**config.mk**
```make
export PLATFORM = sky130hd
export DESIGN_NAME = wdog_win
export DESIGN_NICKNAME = d
export VERILOG_FILES = /design/src/rtl/wdog_pkg.sv /design/src/rtl/wdog_prescaler.sv /design/src/rtl/wdog_counter.sv /design/src/rtl/wdog_regs.sv /design/src/rtl/wdog_win.sv
export SDC_FILE = /design/constraint.sdc
export NUM_CORES = 1
export LEC_CHECK = 0
export CORE_MARGIN = 1
export CORE_UTILIZATION = 52
export CTS_CLUSTER_SIZE = 30
export DETAILED_ROUTE_END_ITERATION = 16
export PLACE_DENSITY = 0.85
export SLEW_MARGIN = 5
export SYNTH_ARGS = -nofsm -noshare
export SYNTH_HDL_FRONTEND = slang
export SYNTH_HIERARCHICAL = 1
export SYNTH_SLANG_ARGS = --single-unit
```
**constraint.sdc**
```tcl
create_clock -name clk_i -period 3.55 [get_ports clk_i]
set_input_delay 0.8875 -clock clk_i [delete_from_list [all_inputs] [get_ports clk_i]]
set_output_delay 0.8875 -clock clk_i [all_outputs]
set_load 0.01 [all_outputs]
```
**src/rtl/wdog_pkg.sv**
```systemverilog
package wdog_pkg;
  localparam int unsigned BUS_W        = 32;
  localparam int unsigned OPT_W        = 4;
  localparam int unsigned KEY_W        = 8;
  localparam int unsigned STAT_CNT_LSB = 16;

  typedef enum logic [1:0] {
    WD_CTRL = 2'd0,
    WD_MODE = 2'd1,
    WD_STAT = 2'd2
  } wd_addr_e;

  // bit 0 of the packed struct is rst_en
  typedef struct packed {
    logic dis;
    logic dbg_halt;
    logic cpu_only;
    logic rst_en;
  } wd_opt_t;
endpackage

```
**src/rtl/wdog_prescaler.sv**
```systemverilog
module wdog_prescaler #(
  parameter int unsigned DIV = 128
) (
  input  logic clk_i,
  input  logic rst_ni,
  input  logic run_i,
  input  logic slow_en_i,
  input  logic clr_i,
  output logic tick_o
);
  localparam int unsigned PW = (DIV > 1) ? $clog2(DIV) : 1;
  localparam logic [PW-1:0] LAST = PW'(DIV - 1);

  logic [PW-1:0] pre_q;
  logic          wrap;

  assign wrap   = (pre_q == LAST);
  assign tick_o = run_i && slow_en_i && wrap && !clr_i;

  always_ff @(posedge clk_i or negedge rst_ni) begin
    if (!rst_ni)                 pre_q <= '0;
    else if (clr_i)              pre_q <= '0;
    else if (run_i && slow_en_i) pre_q <= wrap ? '0 : pre_q + 1'b1;
  end
endmodule

```
**src/rtl/wdog_counter.sv**
```systemverilog
module wdog_counter #(
  parameter int unsigned CNT_W = 12
) (
  input  logic             clk_i,
  input  logic             rst_ni,
  input  logic             load_i,
  input  logic [CNT_W-1:0] load_val_i,
  input  logic             tick_i,
  input  logic [CNT_W-1:0] reload_i,
  output logic [CNT_W-1:0] cnt_o,
  output logic             unf_o
);
  logic [CNT_W-1:0] cnt_q;

  assign cnt_o = cnt_q;
  assign unf_o = tick_i && !load_i && (cnt_q == '0);

  always_ff @(posedge clk_i or negedge rst_ni) begin
    if (!rst_ni)     cnt_q <= '1;
    else if (load_i) cnt_q <= load_val_i;
    else if (tick_i) cnt_q <= (cnt_q == '0) ? reload_i : cnt_q - 1'b1;
  end
endmodule

```
**src/rtl/wdog_regs.sv**
```systemverilog
module wdog_regs
  import wdog_pkg::*;
#(
  parameter int unsigned     CNT_W = 12,
  parameter logic [KEY_W-1:0] KEY  = 8'hA5
) (
  input  logic             clk_i,
  input  logic             rst_ni,
  input  logic             wr_en_i,
  input  logic             rd_en_i,
  input  logic [1:0]       addr_i,
  input  logic [BUS_W-1:0] wdata_i,
  input  logic [CNT_W-1:0] cnt_i,
  input  logic             unf_evt_i,
  input  logic             win_evt_i,
  output logic [BUS_W-1:0] rdata_o,
  output logic [CNT_W-1:0] reload_o,
  output logic [CNT_W-1:0] delta_o,
  output wd_opt_t          opt_o,
  output logic             locked_o,
  output logic             mode_load_o,
  output logic             restart_o,
  output logic             unf_flag_o,
  output logic             win_flag_o
);
  localparam int unsigned DLT_LSB = CNT_W;
  localparam int unsigned OPT_LSB = 2 * CNT_W;
  localparam int unsigned KEY_LSB = BUS_W - KEY_W;

  logic [CNT_W-1:0] reload_q, delta_q;
  wd_opt_t          opt_q;
  logic             locked_q, unf_q, win_q, stat_rd;

  assign mode_load_o = wr_en_i && (addr_i == WD_MODE) && !locked_q;
  assign restart_o   = wr_en_i && (addr_i == WD_CTRL) &&
                       (wdata_i[KEY_LSB +: KEY_W] == KEY) && wdata_i[0];
  assign stat_rd     = rd_en_i && (addr_i == WD_STAT);

  always_ff @(posedge clk_i or negedge rst_ni) begin
    if (!rst_ni) begin
      reload_q <= '1;
      delta_q  <= '1;
      opt_q    <= '{dis: 1'b0, dbg_halt: 1'b0, cpu_only: 1'b0, rst_en: 1'b1};
      locked_q <= 1'b0;
    end else if (mode_load_o) begin
      reload_q <= wdata_i[0 +: CNT_W];
      delta_q  <= wdata_i[DLT_LSB +: CNT_W];
      opt_q    <= wd_opt_t'(wdata_i[OPT_LSB +: OPT_W]);
      locked_q <= 1'b1;
    end
  end

  // set beats read-clear
  always_ff @(posedge clk_i or negedge rst_ni) begin
    if (!rst_ni) begin
      unf_q <= 1'b0;
      win_q <= 1'b0;
    end else begin
      unf_q <= unf_evt_i || (unf_q && !stat_rd);
      win_q <= win_evt_i || (win_q && !stat_rd);
    end
  end

  always_comb begin
    rdata_o = '0;
    case (wd_addr_e'(addr_i))
      WD_MODE: begin
        rdata_o[0 +: CNT_W]       = reload_q;
        rdata_o[DLT_LSB +: CNT_W] = delta_q;
        rdata_o[OPT_LSB +: OPT_W] = opt_q;
      end
      WD_STAT: begin
        rdata_o[STAT_CNT_LSB +: CNT_W] = cnt_i;
        rdata_o[1]                     = win_q;
        rdata_o[0]                     = unf_q;
      end
      default: rdata_o = '0;
    endcase
  end

  assign reload_o   = reload_q;
  assign delta_o    = delta_q;
  assign opt_o      = opt_q;
  assign locked_o   = locked_q;
  assign unf_flag_o = unf_q;
  assign win_flag_o = win_q;
endmodule

```
**src/rtl/wdog_win.sv**
```systemverilog
module wdog_win
  import wdog_pkg::*;
#(
  parameter int unsigned      CNT_W     = 12,
  parameter int unsigned      PRESC_DIV = 128,
  parameter logic [KEY_W-1:0] KEY       = 8'hA5
) (
  input  logic        clk_i,
  input  logic        rst_ni,
  input  logic        slow_en_i,
  input  logic        dbg_req_i,
  input  logic        wr_en_i,
  input  logic        rd_en_i,
  input  logic [1:0]  addr_i,
  input  logic [31:0] wdata_i,
  output logic [31:0] rdata_o,
  output logic        sys_rst_req_o,
  output logic        cpu_rst_req_o,
  output logic        err_o
);
  logic [CNT_W-1:0] cnt_q, reload, delta, load_val;
  wd_opt_t          opt;
  logic locked, mode_load, restart, hit, accept, reject;
  logic run, tick, unf, raise, load;
  logic unf_flag, win_flag, sys_q, cpu_q;

  assign run      = !opt.dis && !(opt.dbg_halt && dbg_req_i);
  assign hit      = restart && !opt.dis;
  assign accept   = hit && (cnt_q <= delta);
  assign reject   = hit && !accept;
  assign load     = mode_load || accept;
  assign load_val = mode_load ? wdata_i[CNT_W-1:0] : reload;
  assign raise    = opt.rst_en && (unf || reject);

  wdog_regs #(.CNT_W(CNT_W), .KEY(KEY)) u_regs (
    .clk_i, .rst_ni, .wr_en_i, .rd_en_i, .addr_i, .wdata_i,
    .cnt_i(cnt_q), .unf_evt_i(unf), .win_evt_i(reject),
    .rdata_o, .reload_o(reload), .delta_o(delta), .opt_o(opt),
    .locked_o(locked), .mode_load_o(mode_load), .restart_o(restart),
    .unf_flag_o(unf_flag), .win_flag_o(win_flag)
  );

  wdog_prescaler #(.DIV(PRESC_DIV)) u_pre (
    .clk_i, .rst_ni, .run_i(run), .slow_en_i, .clr_i(load), .tick_o(tick)
  );

  wdog_counter #(.CNT_W(CNT_W)) u_cnt (
    .clk_i, .rst_ni, .load_i(load), .load_val_i(load_val), .tick_i(tick),
    .reload_i(reload), .cnt_o(cnt_q), .unf_o(unf)
  );

  // first request wins and holds until rst_ni
  always_ff @(posedge clk_i or negedge rst_ni) begin
    if (!rst_ni) begin
      sys_q <= 1'b0;
      cpu_q <= 1'b0;
    end else if (raise && !sys_q && !cpu_q) begin
      if (opt.cpu_only) cpu_q <= 1'b1;
      else              sys_q <= 1'b1;
    end
  end

  assign sys_rst_req_o = sys_q;
  assign cpu_rst_req_o = cpu_q;
  assign err_o         = unf_flag || win_flag;
endmodule

```
# == After elaboration in Yosys (flattened, before gate mapping) ==
# Index checks and enable logic that the tools add are counted.
# classes
n_addsub,2
order_cmp,1
eq_ne,4
muxes,10
n_bitwise,1
reduce_logical,40
# ops
op,n
$mux W12,4
$pmux W12 S2,1
$logic_and A1 B1 Y1,21
$mux W7,3
$mux W14,1
$le A12 B12 Y1,1
$logic_not A12 Y1,1
$sub A12 B1 Y12 const B,1
$eq A8 B8 Y1 const B,1
$logic_not A1 Y1,8
$add A7 B1 Y7 const B,1
$eq A7 B7 Y1 const B,1
$logic_or A1 B1 Y1,5
$pmux W2 S2,1
$reduce_and A2 Y1,2
$reduce_bool A2 Y1,2
$eq A2 B1 Y1 const B,1
$eq A2 B2 Y1 const B,1
$logic_not A2 Y1,1
$not A1 Y1,1
# word_totals
reg_bits,52
input_bits,40
output_inout_bits,35
word_cells,71

# == Logic depth before layout (Yosys ltp) ==
# Gate-level depths: netlist of the first run.
# depth
ltp_word,16
depth_mapped,15
mapped_depth_nobuf,13

# == By module ==
# Netlist of the first run, hierarchy kept.
# by_module_without_submodules
module,n_inst,cells_per_inst,area_each_um2,seq_area_each_um2
wdog_regs,1,129,1726.7,807.0
wdog_counter,1,114,928.4,315.3
wdog_win,1,69,593.1,50.0
wdog_prescaler,1,42,387.9,175.2

# == Least setup slack after synthesis of the first run ==
# No wires, ideal clock.
# synth_timing
path_type,in2reg
start,in addr_i[1]
end,"reg cpu_q, in the netlist cpu_rst_req_o"
setup_ps,64
arrival_time_ps,3271
t_required_ps,3486
setup_slack_ps,214
stages,14
n_path_buf,4
cell_sequence,inv_1 -> ha_1 -> nand3b_4 -> buf_6 -> inv_1 -> buf_1 -> o21bai_1 -> buf_6 -> nor4_1 -> nand2b_1 -> clkbuf_1 -> nor2_1 -> a32o_1 -> a21o_1
# synth_between
word_cells_on_any_way,21
classes_between,1 x eq/ne; 20 x reduce/logical
# synth_lines
item,line,text
start: declaration,wdog_win.sv:14,"input logic [1:0] addr_i,"
$eq A2 B1 Y1,wdog_regs.sv:34,assign mode_load_o = wr_en_i && (addr_i == WD_MODE) && !locked_q;
$logic_and A1 B1 Y1 (2 in series),wdog_regs.sv:34,
named net mode_load,wdog_win.sv:23,"logic locked, mode_load, restart, hit, accept, reject;"
$logic_or A1 B1 Y1,wdog_win.sv:31,assign load = mode_load || accept;
named net load,wdog_win.sv:24,"logic run, tick, unf, raise, load;"
$logic_not A1 Y1,wdog_prescaler.sv:18,assign tick_o = run_i && slow_en_i && wrap && !clr_i;
$logic_and A1 B1 Y1,wdog_prescaler.sv:18,
named net tick,wdog_win.sv:24,
$logic_and A1 B1 Y1 (2 in series),wdog_counter.sv:16,assign unf_o = tick_i && !load_i && (cnt_q == '0);
named net unf,wdog_win.sv:24,
$logic_or A1 B1 Y1,wdog_win.sv:33,assign raise = opt.rst_en && (unf || reject);
$logic_and A1 B1 Y1,wdog_win.sv:33,
$logic_and A1 B1 Y1 (2 in series),wdog_win.sv:57,end else if (raise && !sys_q && !cpu_q) begin
$reduce_and A2 Y1 (no source line),-,
end signal: assignment,wdog_win.sv:56,cpu_q <= 1'b0;
end signal: assignment,wdog_win.sv:58,if (opt.cpu_only) cpu_q <= 1'b1;
end: declaration,wdog_win.sv:25,"logic unf_flag, win_flag, sys_q, cpu_q;"
# The timed path passes the listed nets, and every way through them passes these cells.
# A chain may end at the register's enable or synchronous reset.

# == Final worst setup path of the first run ==
# layout_timing
start,in addr_i[0]
end,out rdata_o[23]
# layout_between
elab_chain_cells,2
word_cells_on_any_way,3
classes_between,2 x eq/ne; 1 x mux
# layout_rtl
item,line,text
$eq A2 B2 Y1 / $eq A2 B1 Y1 (equally long branches),wdog_regs.sv:66,case (wd_addr_e'(addr_i))
$pmux W12 S2 *,wdog_regs.sv:66,
end: declaration,wdog_win.sv:16,"output logic [31:0] rdata_o,"
# Every way passes the cells marked *; elsewhere a longest branch is shown, timed or not.

==> flow_metrics.tcl, run 1 <==
set metrics [dict create \
    end_kind "primary output" \
    syn_avg_cell_area_um2 10.3 \
    crit_fanout 14 \
    fin_tns_setup_ps 0 \
    grt_max_degree 42 \
    fin_crit_sh_pct 97.7 \
    initial_core_util_pct 53.8 \
    power.density_nw_per_um2 662 \
    overflow 0 \
    r2r_start "u_cnt/cnt_o[9]$_DFFE_PN1P_" \
    wl_um 8760 \
    synth_cell_types 54 \
    syn-instance-count 354 \
    hold_viol 0 \
    drtAntennaViolNets 0 \
    r2r-end "sys_rst_req_o$_DFFE_PN0P_" \
    core_region_area_um2 6760 \
    status "complete, no violations" \
    total_power_mw 3.02 \
    hold_path_depth 1 \
    r2r_slack_ps 360 \
    synth_top_flop_cell "dfstp_2" \
    worst_slew_pin_slew_ps 931 \
    worstSetupStartpointType "input pin" \
    clk_pin_slew_ps 80 \
    cap_violations 0 \
    crit_start "addr_i[0]" \
    clock_tree.root_cell "clkbuf_8" \
    async_reset_ff_share_pct 100 \
    final_core_utilization_pct 67.4 \
    wl_per_cell_um 17.2 \
    setup_violations 0 \
    clk_latency_ps 310 \
    vias 2977 \
    hp-class "flop to flop" \
    final_cell_mix "clkdlybuf4s50_1 (61), dfstp_2 (37), mux2_4 (28), a21oi_1 (26), o21ai_0 (23)" \
    gr-usage-all-layers_pct 24.8 \
    fin_nets 485 \
    dieArea_um2 7330 \
    cp-endpoint "rdata_o[23]" \
    setup_ws_ps 80.6 \
    grt_first_pass_wirelength_um 14400 \
    drc_errors 0 \
    finalWeightedCongestion 0.852 \
    hpwl_um 6400 \
    final_common_cell "clkdlybuf4s50_1" \
    antenna_found_initial 0 \
    clockBufferDepth 2 \
    multi_input_area_um2 2080 \
    final_cell_area_um2 4560 \
    synth_edf_count 0 \
    ir_drop_mv 0.330 \
    fmax_ghz 0.288 \
    cts_tree "yes" \
    clock-sinks 52 \
    placed_area_um2 4430 \
    ys_seq_area_share_pct 37.1 \
    htree_levels 2 \
    post_cts_buffers 0 \
    port_buffers 70 \
    area.sequential_um2 1350 \
    first_pass_iters 4 \
    cts_buffers 5 \
    synthesis.area_um2 3640 \
    die_h_um 85.6 \
    critPathRequiredTime_ps 2660 \
    grt_pass1_vias 2981 \
    row_count 30 \
    path_class "input pin to primary output" \
    rsz0062_at_grt "true" \
    avgViaCountPerCell 5.86 \
    io_pins 75 \
    p_leak_nw 2.14 \
    fill_cells 511 \
    slew_viol_final 0 \
    yosys_warnings 6 \
    r2r_cells 12 \
    pre_cts_ws_ps 38.5 \
    ys_seq_elements 52 \
    num_antenna_cells 0 \
    ctsHoldBuffers 0 \
    first_iter_violations 229 \
    die_x_um 85.6 \
    layout_min_cycle_time_ps 3470 \
    cp.arrival_ps 2580 \
    syn2layout_area_growth_pct 25.3 \
    slew_headroom_pct 37.9 \
    drive_gt1_share_pct 25.9 \
    fin_worst_skew_ps 10.8 \
]
==> routing by layer <==
metal / wire, um / GRT usage [%] / vias to the layer above / share of wire [%]
li1: - / - / 1407 / -
met4: 151 / 7.12 / 0 / 1.7
met5: 0 / 0 / - / 0
met1: 3830 / 31.6 / 1459 / 44
met2: 4390 / 42.8 / 95 / 50
met3: 390 / 5.00 / 16 / 4.5
==> worst min path at each step <==
stage / start / to / slack [ps]
finish: u_regs/locked_o$_DFFE_PN0P_ / u_regs/locked_o$_DFFE_PN0P_ / 500
global route: u_regs/locked_o$_DFFE_PN0P_ / u_regs/locked_o$_DFFE_PN0P_ / 520
global placement: u_regs/locked_o$_DFFE_PN0P_ / u_regs/locked_o$_DFFE_PN0P_ / 450
floorplan: u_regs/locked_o$_DFFE_PN0P_ / u_regs/locked_o$_DFFE_PN0P_ / 440
detailed placement: u_regs/locked_o$_DFFE_PN0P_ / u_regs/locked_o$_DFFE_PN0P_ / 490
CTS: u_regs/locked_o$_DFFE_PN0P_ / u_regs/locked_o$_DFFE_PN0P_ / 510
==> synth_stat cells, types with 2 or more instances <==
master	number	share of area (%)
clkbuf_1	7	0.72
or3_4	2	0.62
dfstp_2	37	27
a2111oi_0	2	0.48
buf_2	2	0.28
or3_2	2	0.41
and2_1	15	2.6
dfrtp_1	15	10
nor2_1	10	1.0
buf_4	5	1.0
or4_1	2	0.41
nor3_1	6	0.83
o31ai_1	3	0.62
or3_1	2	0.34
nand2b_1	5	0.86
o221ai_1	2	0.48
o211ai_1	2	0.41
mux2_4	28	12
buf_6	5	1.5
inv_1	20	2.1
a21oi_1	26	3.6
mux2_2	12	3.7
a31oi_1	5	0.86
xor2_1	3	0.72
nand3_1	6	0.83
ha_1	18	6.2
a21o_1	5	1.0
o21ai_0	23	3.2
nand4bb_1	2	0.62
nor2b_1	15	2.6
nand2_1	16	1.7
a22oi_1	14	2.9
nand4_1	4	0.69
nor3b_1	12	2.5
mux2i_1	2	0.55
==> power by group <==
part | internal (mW) | switching, mW
clock network | 0.209 | 0.197
registers | 0.960 | 0.327
logic | 0.737 | 0.586
==> flip-flops by register name, summed over array words and instances (netlist names) <==
register,count
u_regs/reload_o,12
u_cnt/cnt_o,12
u_regs/win_flag_o,1
cpu_rst_req_o,1
u_pre/pre_q,7
u_regs/delta_o,12
u_regs/opt_o,4
sys_rst_req_o,1
u_regs/unf_flag_o,1
u_regs/locked_o,1
==> metrics by stage <==
step	instances	hold WS [ps]
6_report	508	503
3_5_place_dp	500	486
2_1_floorplan	357	435
4_1_cts	508	512
3_3_place_gp	500	454
5_1_grt	508	520
==> area by class of cell <==
cell class | count | area share (%)
well taps | 80 | 2.20
clock buffers | 6 | 1.59
repair buffers | 84 | 18.6
multi-input cells | 264 | 45.6
inverters | 20 | 1.65
flip-flops and latches | 52 | 29.6
clock inverters | 2 | 0.769
==> critical path: stages <==
cell and delay [ps]:
clkdlybuf4s50_1 480, inv_1 70, ha_1 320, buf_12 130
nor2b_1 140, clkdlybuf4s50_1 550
==> logic make-up after synthesis <==
family	synth area share [%]
AO/OA/AOI/OAI	15.1
XOR/XNOR	0.964
other	0.103
flip-flops	37.1
buffers and inverters	6.16
adder cells (fa/ha/maj)	6.19
AND/OR/NAND/NOR	18.5
multiplexers	15.8
==> timing repair <==
| action | CTS | global route |
|---|---|---|
| endpoints found under the hold margin | 0 | 0 |
| endpoints found under the setup margin | 0 | 10 |
| gates resized for setup | 0 | 8 |
Note: power is estimated with default switching activity, not from simulation.
==> run 2: changes to the inputs <==
PLACE_DENSITY = 0.87   (was 0.85)
==> run 2 against run 1 <==
Against the previous run: combinational power about the same; highest routed layer unchanged; die area unchanged; clock-buffer cell count unchanged; cell area decreased by 0.25%; largest power group unchanged.
==> flow_metrics.tcl, run 2 (synthesis gave the netlist of run 1 again) <==
set metrics [dict create \
    grt_first_pass_wirelength_um 14500 \
    worst_slew_pin_slew_ps 935 \
    clk_pin_slew_ps 80 \
    status "complete, no violations" \
    die_h_um 85.6 \
    htree_levels 2 \
    p_leak_nw 2.15 \
    cap_violations 0 \
    wl_um 8930 \
    area.sequential_um2 1350 \
    drive_gt1_share_pct 26.2 \
    core_region_area_um2 6760 \
    whs_ps 488 \
    fill_cells 539 \
    clock-sinks 52 \
    io_pins 75 \
    first_iter_violations 326 \
    worstSetupStartpointType "input pin" \
    cts_buffers 5 \
    layout_min_cycle_time_ps 3450 \
    fmax_ghz 0.290 \
    crit_fanout 15 \
    ir_drop_mv 0.291 \
    final_common_cell "clkdlybuf4s50_1" \
    antenna_found_initial 0 \
    dieArea_um2 7330 \
    drtAntennaViolNets 0 \
    multi_input_area_um2 2080 \
    clock_tree.root_cell "clkbuf_8" \
    setup_violations 0 \
    hpwl_um 6490 \
    first_pass_iters 5 \
    num_antenna_cells 0 \
    avgViaCountPerCell 5.99 \
    row_count 30 \
    finalWeightedCongestion 0.885 \
    drc_errors 0 \
    hold_viol 0 \
    critPathRequiredTime_ps 2660 \
    gr-usage-all-layers_pct 25.2 \
    power.density_nw_per_um2 658 \
    post_cts_buffers 0 \
    grt_max_degree 43 \
    slew_viol_final 0 \
    fin_nets 484 \
    vias 3036 \
    slew_headroom_pct 37.7 \
    wl_per_cell_um 17.6 \
    fin_crit_sh_pct 97.3 \
    die_x_um 85.6 \
    hp-class "flop to flop" \
    rsz0062_at_grt "false" \
    fin_tns_setup_ps 0 \
    initial_core_util_pct 53.8 \
    path_class "input pin to primary output" \
    syn2layout_area_growth_pct 25.0 \
    overflow 0 \
    end_kind "primary output" \
    cp.arrival_ps 2570 \
    grt_pass1_vias 3108 \
    clockBufferDepth 2 \
    port_buffers 70 \
    final_cell_mix "clkdlybuf4s50_1 (60), dfstp_2 (37), mux2_4 (28), a21oi_1 (26), o21ai_0 (23)" \
    clk_latency_ps 310 \
    fin_worst_skew_ps 8.75 \
    cts_tree "yes" \
]
-- run 2: final timing paths --
check / from / endpoint / slack (ps) / cells past startpoint
worst max-delay path: addr_i[0] / rdata_o[0] / 100 / 7
worst min-delay path: u_regs/locked_o$_DFFE_PN0P_ / u_regs/locked_o$_DFFE_PN0P_ / 490 / 1
min in group asynchronous: rst_ni / u_regs/win_flag_o$_DFF_PN0_ / 720 / 1
max in group asynchronous: rst_ni / u_regs/reload_o[1]$_DFFE_PN1P_ / 2100 / 2
worst max register to register: u_regs/delta_o[10]$_DFFE_PN1P_ / cpu_rst_req_o$_DFFE_PN0P_ / 300 / 13
worst min register to register: u_regs/locked_o$_DFFE_PN0P_ / u_regs/locked_o$_DFFE_PN0P_ / 490 / 1
-- run 2: per-layer routing --
layer	share of wire, %	wire length, um	global-route usage (%)
met5	0	0	0
met4	2.4	216	10.2
met3	5.8	515	5.49
met2	50	4450	43.9
met1	42	3750	30.3
-- run 2: worst max-delay path, cell delays in order --
cell             delay [ps]
clkdlybuf4s50_1         490
inv_1                    70
ha_1                    230
buf_12                  160
a22oi_1                 190
nor2b_1                  70
clkdlybuf4s50_1         470
-- run 2: area by class of cell --
cell class / instances / share of cell area [%]
inverters: 20 / 1.65
repair buffers: 83 / 18.6
clock inverters: 2 / 0.220
multi-input cells: 264 / 45.9
clock buffers: 6 / 1.82
flip-flops and latches: 52 / 29.7
well taps: 80 / 2.20
-- run 2: timing repair --
item                       CTS  global route
hold buffers                 0             0
setup endpoints to repair    0            13
resized for setup            0            11
-- run 2: report_power, final --
group          leakage (nW)  internal, mW  switching (mW)
clock                0.0510         0.156           0.197
sequential            0.582         0.960           0.325
combinational          1.51         0.741           0.610
-- run 2: per-stage QoR --
stage / util [%] / instance area (um^2) / power [mW] / std cells / setup WS [ps]
2_1_floorplan: - / 3650 / 2.16 / 357 / 214
3_3_place_gp: 65.4 / 4420 / 2.51 / 499 / 107
3_5_place_dp: 65.4 / 4420 / 2.60 / 499 / 12.2
4_1_cts: 66.8 / 4510 / 2.98 / 507 / 11.0
5_1_grt: 67.3 / 4540 / 3.20 / 507 / 2.76
6_report: 67.3 / 4540 / 2.99 / 507 / 97.2
